`src/rtl/dag_pkg.sv`:
```
package dag_pkg;

   typedef enum logic [1:0] {
      AM_HOLD   = 2'd0,
      AM_INC    = 2'd1,
      AM_STRIDE = 2'd2,
      AM_INC_X  = 2'd3
   } addr_mode_e;

   // positions inside the channel mode word
   localparam int SRC_TY_LSB = 8;
   localparam int DST_TY_LSB = 10;
   localparam int SRC_AM_LSB = 16;
   localparam int DST_AM_LSB = 18;
   localparam int NARROW_BIT = 28;

   typedef struct packed {
      addr_mode_e src_am;
      addr_mode_e dst_am;
      logic [1:0] src_ty;
      logic [1:0] dst_ty;
      logic       narrow;
   } chan_cfg_t;

   function automatic chan_cfg_t decode_mode(input logic [31:0] m);
      chan_cfg_t c;
      c.src_am = addr_mode_e'(m[SRC_AM_LSB +: 2]);
      c.dst_am = addr_mode_e'(m[DST_AM_LSB +: 2]);
      c.src_ty = m[SRC_TY_LSB +: 2];
      c.dst_ty = m[DST_TY_LSB +: 2];
      c.narrow = m[NARROW_BIT];
      return c;
   endfunction

   function automatic logic [2:0] beat_bytes(input logic narrow);
      return narrow ? 3'd1 : 3'd4;
   endfunction

endpackage

```
`src/rtl/dag_addr_unit.sv`:
```
module dag_addr_unit
   import dag_pkg::*;
#(
   parameter int AW = 32,
   parameter int SW = 16
) (
   input  logic          clk,
   input  logic          rst_n,
   input  logic          load_i,
   input  logic [AW-1:0] base_i,
   input  logic          adv_i,
   input  addr_mode_e    mode_i,
   input  logic          narrow_i,
   input  logic [SW-1:0] stride_i,
   output logic [AW-1:0] addr_o
);

   logic [AW-1:0] size_w;
   logic [AW-1:0] step_w;
   logic [AW-1:0] addr_q;

   assign size_w = AW'(beat_bytes(narrow_i));

   always_comb begin
      unique case (mode_i)
         AM_HOLD:   step_w = '0;
         AM_STRIDE: step_w = size_w + AW'(stride_i);
         default:   step_w = size_w;
      endcase
   end

   always_ff @(posedge clk or negedge rst_n) begin
      if (!rst_n)      addr_q <= '0;
      else if (load_i) addr_q <= base_i;
      else if (adv_i)  addr_q <= addr_q + step_w;
   end

   assign addr_o = addr_q;

endmodule

```
`src/rtl/dag_frame_ctr.sv`:
```
module dag_frame_ctr
   import dag_pkg::*;
#(
   parameter int FW = 20
) (
   input  logic          clk,
   input  logic          rst_n,
   input  logic          load_i,
   input  logic [FW-1:0] len_i,
   input  logic          adv_i,
   input  logic          narrow_i,
   output logic [FW-1:0] remain_o,
   output logic          active_o,
   output logic          half_o,
   output logic          done_o
);

   localparam int CW = FW + 1;

   logic [FW-1:0] rem_q, len_q, take_w, nxt_w;
   logic          act_q, half_q, done_q, seen_q;
   logic          half_hit_w;

   assign take_w     = (rem_q < FW'(beat_bytes(narrow_i))) ? rem_q : FW'(beat_bytes(narrow_i));
   assign nxt_w      = rem_q - take_w;
   assign half_hit_w = ({nxt_w, 1'b0} <= CW'(len_q)) && !seen_q;

   always_ff @(posedge clk or negedge rst_n) begin
      if (!rst_n) begin
         rem_q  <= '0;
         len_q  <= '0;
         act_q  <= 1'b0;
         half_q <= 1'b0;
         done_q <= 1'b0;
         seen_q <= 1'b0;
      end else if (load_i) begin
         rem_q  <= len_i;
         len_q  <= len_i;
         act_q  <= (len_i != '0);
         half_q <= 1'b0;
         done_q <= (len_i == '0);
         seen_q <= 1'b0;
      end else if (adv_i && act_q) begin
         rem_q  <= nxt_w;
         act_q  <= (nxt_w != '0);
         half_q <= half_hit_w;
         done_q <= (nxt_w == '0);
         seen_q <= seen_q | half_hit_w;
      end else begin
         half_q <= 1'b0;
         done_q <= 1'b0;
      end
   end

   assign remain_o = rem_q;
   assign active_o = act_q;
   assign half_o   = half_q;
   assign done_o   = done_q;

endmodule

```
`src/rtl/dma_addr_gen.sv`:
```
module dma_addr_gen
   import dag_pkg::*;
#(
   parameter int AW = 32,
   parameter int SW = 16,
   parameter int FW = 20
) (
   input  logic          clk,
   input  logic          rst_n,
   input  logic          start_i,
   input  logic [31:0]   mode_i,
   input  logic [AW-1:0] src_base_i,
   input  logic [AW-1:0] dst_base_i,
   input  logic [SW-1:0] src_stride_i,
   input  logic [SW-1:0] dst_stride_i,
   input  logic [FW-1:0] frame_len_i,
   input  logic          beat_ready_i,
   output logic          beat_valid_o,
   output logic          busy_o,
   output logic [AW-1:0] src_addr_o,
   output logic [AW-1:0] dst_addr_o,
   output logic [1:0]    src_type_o,
   output logic [1:0]    dst_type_o,
   output logic [FW-1:0] remain_o,
   output logic          half_o,
   output logic          done_o
);

   localparam int NSIDE = 2;

   generate
      if (AW < 8)  begin : g_bad_aw $error("AW must be at least 8"); end
      if (SW > AW) begin : g_bad_sw $error("SW must not exceed AW"); end
      if (FW < 3)  begin : g_bad_fw $error("FW must be at least 3"); end
   endgenerate

   chan_cfg_t     cfg_q;
   logic          busy_w, accept_w, adv_w;
   addr_mode_e    am_src, am_dst;
   logic [AW-1:0] base_w   [NSIDE];
   logic [SW-1:0] stride_q [NSIDE];
   addr_mode_e    am_w     [NSIDE];
   logic [AW-1:0] addr_w   [NSIDE];

   assign accept_w = start_i && !busy_w;
   assign adv_w    = busy_w && beat_ready_i;
   assign am_src   = cfg_q.src_am;
   assign am_dst   = cfg_q.dst_am;

   always_ff @(posedge clk or negedge rst_n) begin
      if (!rst_n) begin
         cfg_q       <= '0;
         stride_q[0] <= '0;
         stride_q[1] <= '0;
      end else if (accept_w) begin
         cfg_q       <= decode_mode(mode_i);
         stride_q[0] <= src_stride_i;
         stride_q[1] <= dst_stride_i;
      end
   end

   assign base_w[0] = src_base_i;
   assign base_w[1] = dst_base_i;
   assign am_w[0]   = am_src;
   assign am_w[1]   = am_dst;

   for (genvar s = 0; s < NSIDE; s++) begin : g_side
      dag_addr_unit #(.AW(AW), .SW(SW)) u_addr (
         .clk      (clk),
         .rst_n    (rst_n),
         .load_i   (accept_w),
         .base_i   (base_w[s]),
         .adv_i    (adv_w),
         .mode_i   (am_w[s]),
         .narrow_i (cfg_q.narrow),
         .stride_i (stride_q[s]),
         .addr_o   (addr_w[s])
      );
   end

   dag_frame_ctr #(.FW(FW)) u_count (
      .clk      (clk),
      .rst_n    (rst_n),
      .load_i   (accept_w),
      .len_i    (frame_len_i),
      .adv_i    (adv_w),
      .narrow_i (cfg_q.narrow),
      .remain_o (remain_o),
      .active_o (busy_w),
      .half_o   (half_o),
      .done_o   (done_o)
   );

   assign busy_o       = busy_w;
   assign beat_valid_o = busy_w;
   assign src_addr_o   = addr_w[0];
   assign dst_addr_o   = addr_w[1];
   assign src_type_o   = cfg_q.src_ty;
   assign dst_type_o   = cfg_q.dst_ty;

endmodule

```
`config.mk`:
```
export PLATFORM = sky130hd
export DESIGN_NAME = dma_addr_gen
export DESIGN_NICKNAME = d
export VERILOG_FILES = /design/src/rtl/dag_pkg.sv /design/src/rtl/dag_addr_unit.sv /design/src/rtl/dag_frame_ctr.sv /design/src/rtl/dma_addr_gen.sv
export SDC_FILE = /design/constraint.sdc
export NUM_CORES = 1
export LEC_CHECK = 0
export BUFFER_PORTS_ARGS = -buffer_cell sky130_fd_sc_hd__buf_4
export CORE_AREA = 2 2 221 136
export CTS_BUF_LIST = sky130_fd_sc_hd__clkbuf_16
export DETAILED_ROUTE_END_ITERATION = 6
export DIE_AREA = 0 0 223 138
export PLACE_DENSITY = 0.64
export SYNTH_ARGS = -nofsm -noshare
export SYNTH_HDL_FRONTEND = slang
export SYNTH_SLANG_ARGS = --single-unit
```
`constraint.sdc`:
```
create_clock -name clk -period 6.4 [get_ports clk]
set_input_delay 1.28 -clock clk [delete_from_list [all_inputs] [get_ports clk]]
set_output_delay 1.28 -clock clk [all_outputs]
set_load 0.1 [all_outputs]
```
# After elaboration in Yosys (flattened, before gate mapping)
# Cells that the tools add are included.
# W data, S select, Z words.
# classes
eq_ne	2
bitwise	1
n_mux	18
reduce_logical	14
order_cmp	2
addsub	5
# op_table
operator	n
$mux W32	4
$pmux W32 S2	2
$add A32 B32 Y32	2
$mux W20	3
$logic_not A20 Y1	2
$reduce_bool A20 Y1	2
$add A3 B16 Y17	2
$le A21 B20 Y1	1
$lt A20 B3 Y1	1
$sub A20 B20 Y20	1
$mux W1	8
$eq A2 B2 Y1 const B	2
$logic_and A1 B1 Y1	4
$logic_not A2 Y1	2
$reduce_bool A2 Y1	2
$mux W3	1
$logic_not A1 Y1	2
$or A1 B1 Y1	1
# totals
in_bits	152
regBits	149
output_inout_bits	92

# Logic depth before layout (Yosys ltp)
# Gate-level depths: netlist of run 1.
# depth
ltp_word	9
ltp_mapped	25

# Hierarchy
# Synthesis of run 1 repeated with hierarchy kept, for this count alone.
# unflattened
cells_unflattened	1142
hier_area_um2	10568.9
# modules_own_cells
mod	seq_area_each_um2	cells_each	area_each_um2	n_inst
dag_frame_ctr	1101.1	348	3086.7	1
dag_addr_unit at g_side[1].u_addr	800.8	355	2860.2	1
dag_addr_unit at g_side[0].u_addr	800.8	345	2846.5	1
dma_addr_gen	1026.0	94	1775.5	1

# Worst setup path after synthesis of run 1
# No wires, ideal clock.
# synth_timing
path_type	flip-flop to flip-flop
start	register u_count.rem_q[2], in the netlist u_count.remain_o[2]
end	register u_count.half_q, in the netlist u_count.half_o
synth_period_minus_slack_ns	4.758
path_stages_with_launch	23
t_required_ns	6.327
arrival_ns	4.686
path_buffers	1
slack_ns	1.642
path_cell_list	dfrtp_1 > ha_1 > nor3_1 > nand4_4 > or2_0 > clkbuf_1 > o21ai_0 > ha_1 > inv_1 > ha_1 > o21ai_0 > inv_1 > o31ai_4 > and2_1 > nand4_1 > xnor2_1 > ha_1 > a2111oi_0 > o211ai_1 > a21oi_1 > o311a_1 > o211ai_1 > nor2_1
# synth_via
elab_chain_cells	7
# synth_rtl
item	line_no	text
start: declaration	dag_frame_ctr.sv:20	logic [FW-1:0] rem_q, len_q, take_w, nxt_w;
start signal: assignment	dag_frame_ctr.sv:37	rem_q <= len_i;
start signal: assignment	dag_frame_ctr.sv:44	rem_q <= nxt_w;
$lt A20 B3 Y1	dag_frame_ctr.sv:24	assign take_w = (rem_q < FW'(beat_bytes(narrow_i))) ? rem_q : FW'(beat_bytes(narrow_i));
$mux W20	dag_frame_ctr.sv:24	
$sub A20 B20 Y20 *	dag_frame_ctr.sv:25	assign nxt_w = rem_q - take_w;
$le A21 B20 Y1 *	dag_frame_ctr.sv:26	assign half_hit_w = ({nxt_w, 1'b0} <= CW'(len_q)) && !seen_q;
$logic_and A1 B1 Y1 *	dag_frame_ctr.sv:26	
$mux W1 *	dag_frame_ctr.sv:43	end else if (adv_i && act_q) begin
$mux W1 *	dag_frame_ctr.sv:36	end else if (load_i) begin
end signal: assignment	dag_frame_ctr.sv:46	half_q <= half_hit_w;
end: declaration	dag_frame_ctr.sv:21	logic act_q, half_q, done_q, seen_q;
# Mark *: on every way between the ends. The rest lies on a longest branch, timed or not.
# A chain may end at the register's enable or synchronous reset.

# Worst setup path after layout of run 1
# layout_timing
start	register cfg_q[0] in the netlist's numbering
end	register u_count.half_q, in the netlist u_count.half_o
# layout_via
elab_chain_cells	8
# layout_rtl
item	line_no	text
start: declaration	dma_addr_gen.sv:37	chan_cfg_t cfg_q;
start signal: assignment	dma_addr_gen.sv:56	cfg_q <= decode_mode(mode_i);
$mux W3 *	dag_pkg.sv:36	return narrow ? 3'd1 : 3'd4;
$lt A20 B3 Y1	dag_frame_ctr.sv:24	
$mux W20 *	dag_frame_ctr.sv:24	
$sub A20 B20 Y20 *	dag_frame_ctr.sv:25	
$le A21 B20 Y1 *	dag_frame_ctr.sv:26	
$logic_and A1 B1 Y1 *	dag_frame_ctr.sv:26	
$mux W1 *	dag_frame_ctr.sv:43	
$mux W1 *	dag_frame_ctr.sv:36	
# Marks and branches as above.

==> flow_metrics.env, run 1 <==
export IMPL_clk_pin_slew_ns=0.06
export IMPL_leakagePower_nw=5.90
export IMPL_cp_required_ns=6.77
export IMPL_initial_core_util_pct=34.2
export IMPL_outcome="completed"
export IMPL_worst_pin_slew_ns=1.08
export IMPL_setup_viol=0
export IMPL_async_reset_ff_share_pct=100
export IMPL_synth_distinct_cells=79
export IMPL_ys_seq_area_share_pct=37.4
export IMPL_port_buffers=220
export IMPL_clock_path_buffers=2
export IMPL_firstDrtPassIters=6
export IMPL_overflow=0
export IMPL_dpl_worst_slack_ns=0.831
export IMPL_die_w_um=223
export IMPL_fp_dieH_um=138
export IMPL_hold_buffers=0
export IMPL_wl_per_cell_um=17.5
export IMPL_grt_pass1_wl_um=49700
export IMPL_yosysWarnings=0
export IMPL_setup_slack_ns=0.637
export IMPL_drv_slew=0
export IMPL_cts_sinks=149
export IMPL_fin_crit_sh_pct=90.0
export IMPL_cap_violations=0
export IMPL_antenna_found_initial=2
export IMPL_num_vias=9467
export IMPL_grt_max_degree=109
export IMPL_end_kind="register"
export IMPL_grt_setup_unrepaired="no"
export IMPL_syn_nets=1408
export IMPL_root_buffer="clkbuf_16"
export IMPL_finalSetupTns_ns=0
export IMPL_syn_inst=1191
export IMPL_max_vdd_ir_drop_uv=564
export IMPL_cp_max_fo=8
export IMPL_arrival_ns=6.14
export IMPL_ys_seq_elements=149
export IMPL_syn_avg_cell_area_um2=8.37
export IMPL_syn2layout_area_growth_pct=26.2
export IMPL_timing_slew_headroom_pct=28.0
export IMPL_htree_num_levels=4
export IMPL_post_cts_buffers=0
export IMPL_route_detailed_drc=0
export IMPL_num_rows=49
export IMPL_grt_pass1_vias=8959
export IMPL_nets=1606
export IMPL_stdcell_area_mm2=0.0126
export IMPL_syn_cell_area_mm2=0.00997
export IMPL_insertion_delay_ns=0.45
export IMPL_critPathKind="register to register"
export IMPL_numCtsBuffers=17
export IMPL_p_per_area_mw_per_mm2=628
export IMPL_cts_tree="yes"
export IMPL_placedInstanceArea_mm2=0.0120
export IMPL_drive_gt1_share_pct=20.5
export IMPL_hold_viol=0
export IMPL_hp_class="register to register"
export IMPL_drtAntennaViolNets=0
export IMPL_skew_ns=0.0114
export IMPL_gr_usage_all_layers_pct=20.5
export IMPL_coreArea_mm2=0.0291
export IMPL_synth_ff_type="dfrtp_1"
export IMPL_gp_congestion=0.898
export IMPL_cts_resized=0
export IMPL_fin_crit_ns=5.76
export IMPL_synth_edf_count=0
export IMPL_via_per_inst=5.30
export IMPL_place_hpwl_um=23200
export IMPL_cp_start_kind="register"
export IMPL_fill_cells=2884
export IMPL_drtIter0Drc=799
export IMPL_finalPower_mw=7.90
export IMPL_pin_count=244
export IMPL_fmax_mhz=174
export IMPL_wl_um=31300
export IMPL_die_area_mm2=0.0308
worst max-delay path: stages (launching register included):
cell and delay [ns]:
dfrtp_1 0.53, ha_1 0.27, nor3_1 0.25, nand4_4 0.22, or2_0 0.36, nand2_1 0.12
o21ai_0 0.10, ha_1 0.29, nor2_1 0.13, nand3_1 0.20, nor2_1 0.46, and2_1 0.32
nand4_1 0.15, xnor2_1 0.19, ha_1 0.20, a2111oi_0 0.82, o211ai_1 0.39, a21oi_1 0.21
o311a_1 0.18, o211ai_1 0.15, nor2_1 0.13
metal layers:
layer  vias up  share of wire, %  track usage (%)
met2       290                42             28.9
met5         -                 0                0
met4         0               1.6             6.61
met1      4534                49             30.3
met3        30               7.5             5.61
li1       4613                 -                -
synthesized netlist by cell type, types with 15 or more instances:
cell type,count,area [um2]
a21o_1,15,113
a21oi_1,40,200
a22oi_1,19,143
clkbuf_1,38,143
dfrtp_1,149,3730
ha_1,63,788
inv_1,44,165
nand2_1,269,1010
nand3_1,25,125
nand4_1,17,106
nor2_1,95,357
nor2b_1,15,93.8
o21ai_0,88,440
xnor2_1,36,315
xor2_1,42,368
layout make-up:
type	count	area, um2	share of cell area [%]
Antenna cell	2	5.00	0.0398
Clock buffer	17	425	3.38
Clock inverter	15	165	1.31
Inverter	44	165	1.31
Multi-Input combinational cell	950	5900	46.9
Sequential cell	149	3730	29.6
Tap cell	382	478	3.80
Timing Repair Buffer	227	1710	13.6
registers in the layout, summed over array words and instances, names as in the netlist:
name	cells
cfg_q	1
u_count.seen_q	1
am_src	2
src_type_o	2
u_count.active_o	1
u_count.remain_o	20
g_side.u_addr.addr_o	64
stride_q	32
u_count.done_o	1
u_count.half_o	1
dst_type_o	2
u_count.len_q	20
am_dst	2
final timing paths:
check	start	endpoint	slack (ns)	depth (start not counted)
min reg2reg	u_count.seen_q	u_count.half_o	0.43	1
min	u_count.seen_q	u_count.half_o	0.43	1
max reg2reg	cfg_q[0]	u_count.half_o	0.64	20
min in group asynchronous	rst_n	g_side[1].u_addr.addr_o[30]	0.90	1
max in group asynchronous	rst_n	g_side[0].u_addr.addr_o[8]	4.19	2
max	cfg_q[0]	u_count.half_o	0.64	20
placed cells by master, fill, tap and decap left out, types with 4 or more instances in the layout:
master,instances
a211oi_1,6
a21o_1,15
a21oi_1,40
a221o_1,5
a22o_1,6
a22oi_1,19
a31o_2,5
a31oi_1,14
and2_1,7
and3_1,13
and4_1,6
buf_4,226
clkbuf_16,17
clkinv_2,4
clkinvlp_4,4
dfrtp_1,149
ha_1,63
inv_1,45
nand2_1,268
nand2b_1,10
nand3_1,25
nand4_1,17
nor2_1,94
nor2b_1,14
nor3_1,14
nor3b_1,5
nor4_1,10
o211ai_1,9
o21a_1,13
o21ai_0,88
o21ai_1,5
o22ai_1,7
o311ai_0,11
o31a_1,5
or3_1,13
xnor2_1,36
xor2_1,42
power by group:
part / switching, mW / leakage, nW / internal, mW
sequential: 0.481 / 1.83 / 1.35
clock: 0.421 / 0.283 / 0.607
combinational: 3.53 / 3.79 / 1.51
per-stage QoR:
step                hold WS (ns)  utilization, %  std cells
floorplan                  0.403               -       1191
global placement           0.413            41.1       1752
detailed placement         0.422            41.1       1752
CTS                        0.430            43.2       1784
global route               0.445            43.2       1786
finish                     0.428            43.2       1786
cells by family (layout without fill, tap and decap cells):
kind of cell / after synthesis / in the layout / share of synthesized area [%]
and+or+nand+nor: 519 / 519 / 23.9
AOI/OAI and AO/OA: 286 / 286 / 19.7
DFF: 149 / 149 / 37.4
buffers and inverters: 92 / 303 / 3.59
xor gates and xnor gates: 78 / 78 / 6.85
adders and majority gates: 65 / 65 / 8.31
muxes: 2 / 2 / 0.213
other: 0 / 2 / 0
(Power assumes the default switching activity.)
==> inputs of run 2 (changes only) <==
PLACE_DENSITY = not set   (was 0.64)
==> run 2 against run 1 <==
- wire length rose by 1.1%
- core utilization fell by 0.18 points
- total power fell by 0.74%
- largest power group unchanged
- highest routed layer is now met5
==> flow_metrics.env, run 2 (synthesized netlist as in run 1, its figures left out) <==
export IMPL_timing_slew_headroom_pct=35.1
export IMPL_grt_setup_unrepaired="no"
export IMPL_cts_resized=0
export IMPL_wl_um=31700
export IMPL_setup_viol=0
export IMPL_port_buffers=220
export IMPL_cp_start_kind="register"
export IMPL_grt_pass1_vias=9048
export IMPL_fill_cells=2944
export IMPL_num_vias=9384
export IMPL_cpPeakStageDelay_ns=0.50
export IMPL_min_delay_worst_endpoint="u_count.half_o"
export IMPL_leakagePower_nw=5.89
export IMPL_multi_input_area_mm2=0.00590
export IMPL_drive_gt1_share_pct=20.2
export IMPL_fin_crit_sh_pct=81.3
export IMPL_p_per_area_mw_per_mm2=626
export IMPL_cts_sinks=149
export IMPL_clk_pin_slew_ns=0.06
export IMPL_hold_buffers=0
export IMPL_grt_max_degree=83
export IMPL_layout_commonest_cell="nand2_1"
export IMPL_finalPower_mw=7.85
export IMPL_layout_common_cells="nand2_1, buf_4, dfrtp_1"
export IMPL_numCtsBuffers=17
export IMPL_route_detailed_drc=0
export IMPL_r2r_slack_ns=1.20
export IMPL_drv_slew=0
export IMPL_die_area_mm2=0.0308
export IMPL_via_per_inst=5.27
export IMPL_overflow=0
export IMPL_hp_class="register to register"
export IMPL_cts_tree="yes"
export IMPL_arrival_ns=5.58
export IMPL_end_kind="register"
export IMPL_cp_cell_sequence="nor4_2 > o211ai_2 > or2_0 > nand2_1 > o21ai_0 > ha_1 > nor2_1 > nand3_1 > nor2_1 > and2_1 > nand4_1 > xnor2_1 > ha_1 > a2111oi_0 > o211ai_1 > a21oi_1 > o311a_1 > o211ai_1 > nor2_1"
export IMPL_skew_ns=0.0144
export IMPL_syn2layout_area_growth_pct=25.7
export IMPL_post_cts_buffers=0
export IMPL_drtAntennaViolNets=0
export IMPL_fmax_mhz=192
export IMPL_wl_per_cell_um=17.8
export IMPL_max_vdd_ir_drop_uv=379
export IMPL_path_common_cell="nor2_1"
export IMPL_gr_usage_all_layers_pct=21.0
export IMPL_r2r_end="u_count.half_o"
export IMPL_pin_count=244
export IMPL_crit_path_top_delay_cell="dfrtp_1"
export IMPL_critPathKind="register to register"
export IMPL_antenna_cells=0
export IMPL_min_delay_start="u_count.seen_q"
export IMPL_worst_pin_slew_ns=0.974
export IMPL_fin_crit_ns=5.20
export IMPL_r2r_cells=19
export IMPL_coreArea_mm2=0.0291
export IMPL_cap_violations=0
export IMPL_firstDrtPassIters=5
export IMPL_drtIter0Drc=904
export IMPL_insertion_delay_ns=0.45
export IMPL_seq_area_mm2=0.00373
export IMPL_cp_max_fo=8
export IMPL_cp_required_ns=6.77
export IMPL_holdPathStages=1
export IMPL_antenna_found_initial=1
export IMPL_clock_path_buffers=2
export IMPL_htree_num_levels=4
export IMPL_die_w_um=223
export IMPL_outcome="completed"
export IMPL_grt_pass1_wl_um=50600
export IMPL_nets=1606
export IMPL_initial_core_util_pct=34.2
export IMPL_num_rows=49
export IMPL_finalSetupTns_ns=0
export IMPL_place_hpwl_um=23500
export IMPL_fp_dieH_um=138
export IMPL_gp_congestion=0.933
export IMPL_hold_viol=0
export IMPL_worstReg2RegStart="u_count.remain_o[6]"
export IMPL_largest_reg_flops=64
export IMPL_root_buffer="clkbuf_16"
## run 2: metrics by stage
stage          std cells  setup slack, ns  hold WS [ns]  util [%]  instance area (um2)
5_1_grt             1782            0.781         0.462      43.0                12500
2_1_floorplan       1191             1.64         0.403         -                 9970
3_5_place_dp        1752             1.35         0.419      41.1                12000
3_3_place_gp        1752             1.49         0.415      41.1                12000
6_report            1782             1.20         0.438      43.0                12500
4_1_cts             1782             1.32         0.438      43.0                12500
## run 2: final cells by class
cell class	instances	share of cell area [%]
clock inverter	13	0.949
inverter	44	1.32
sequential	149	29.8
timing repair buffer	227	13.6
tap	382	3.82
clock buffer	17	3.40
multi-input combinational	950	47.1
## run 2: where the power goes
part	internal [mW]	switching [mW]	total, mW	leakage [nW]
Combinational	1.50	3.54	5.04	3.79
Clock	0.560	0.411	0.971	0.268
Sequential	1.35	0.480	1.83	1.83
## run 2: worst max-delay path by stage
stage                              startpoint        endpoint  cells after the start
final                     u_count.remain_o[6]  u_count.half_o                     19
after global routing                 cfg_q[0]  u_count.half_o                     21
after CTS                            cfg_q[0]  u_count.half_o                     20
after detailed placement             cfg_q[0]  u_count.half_o                     20
after global placement               cfg_q[0]  u_count.half_o                     20
after floorplan           u_count.remain_o[2]  u_count.half_o                     22
## run 2: worst max-delay path: cells and delay by family (launching register included)
kind / cells / cell delay [ns]
AND/OR/NAND/NOR: 9 / 2.38
AO/OA/AOI/OAI: 7 / 1.57
flip-flops: 1 / 0.50
adder cells (fa/ha/maj): 2 / 0.49
XOR/XNOR: 1 / 0.19
## run 2: per-layer routing
layer  track usage [%]  part of all wire (%)
met3              5.65                   6.7
met4              4.63                   1.2
met1              31.6                    51
met5                 0                 0.025
met2              29.7                    41
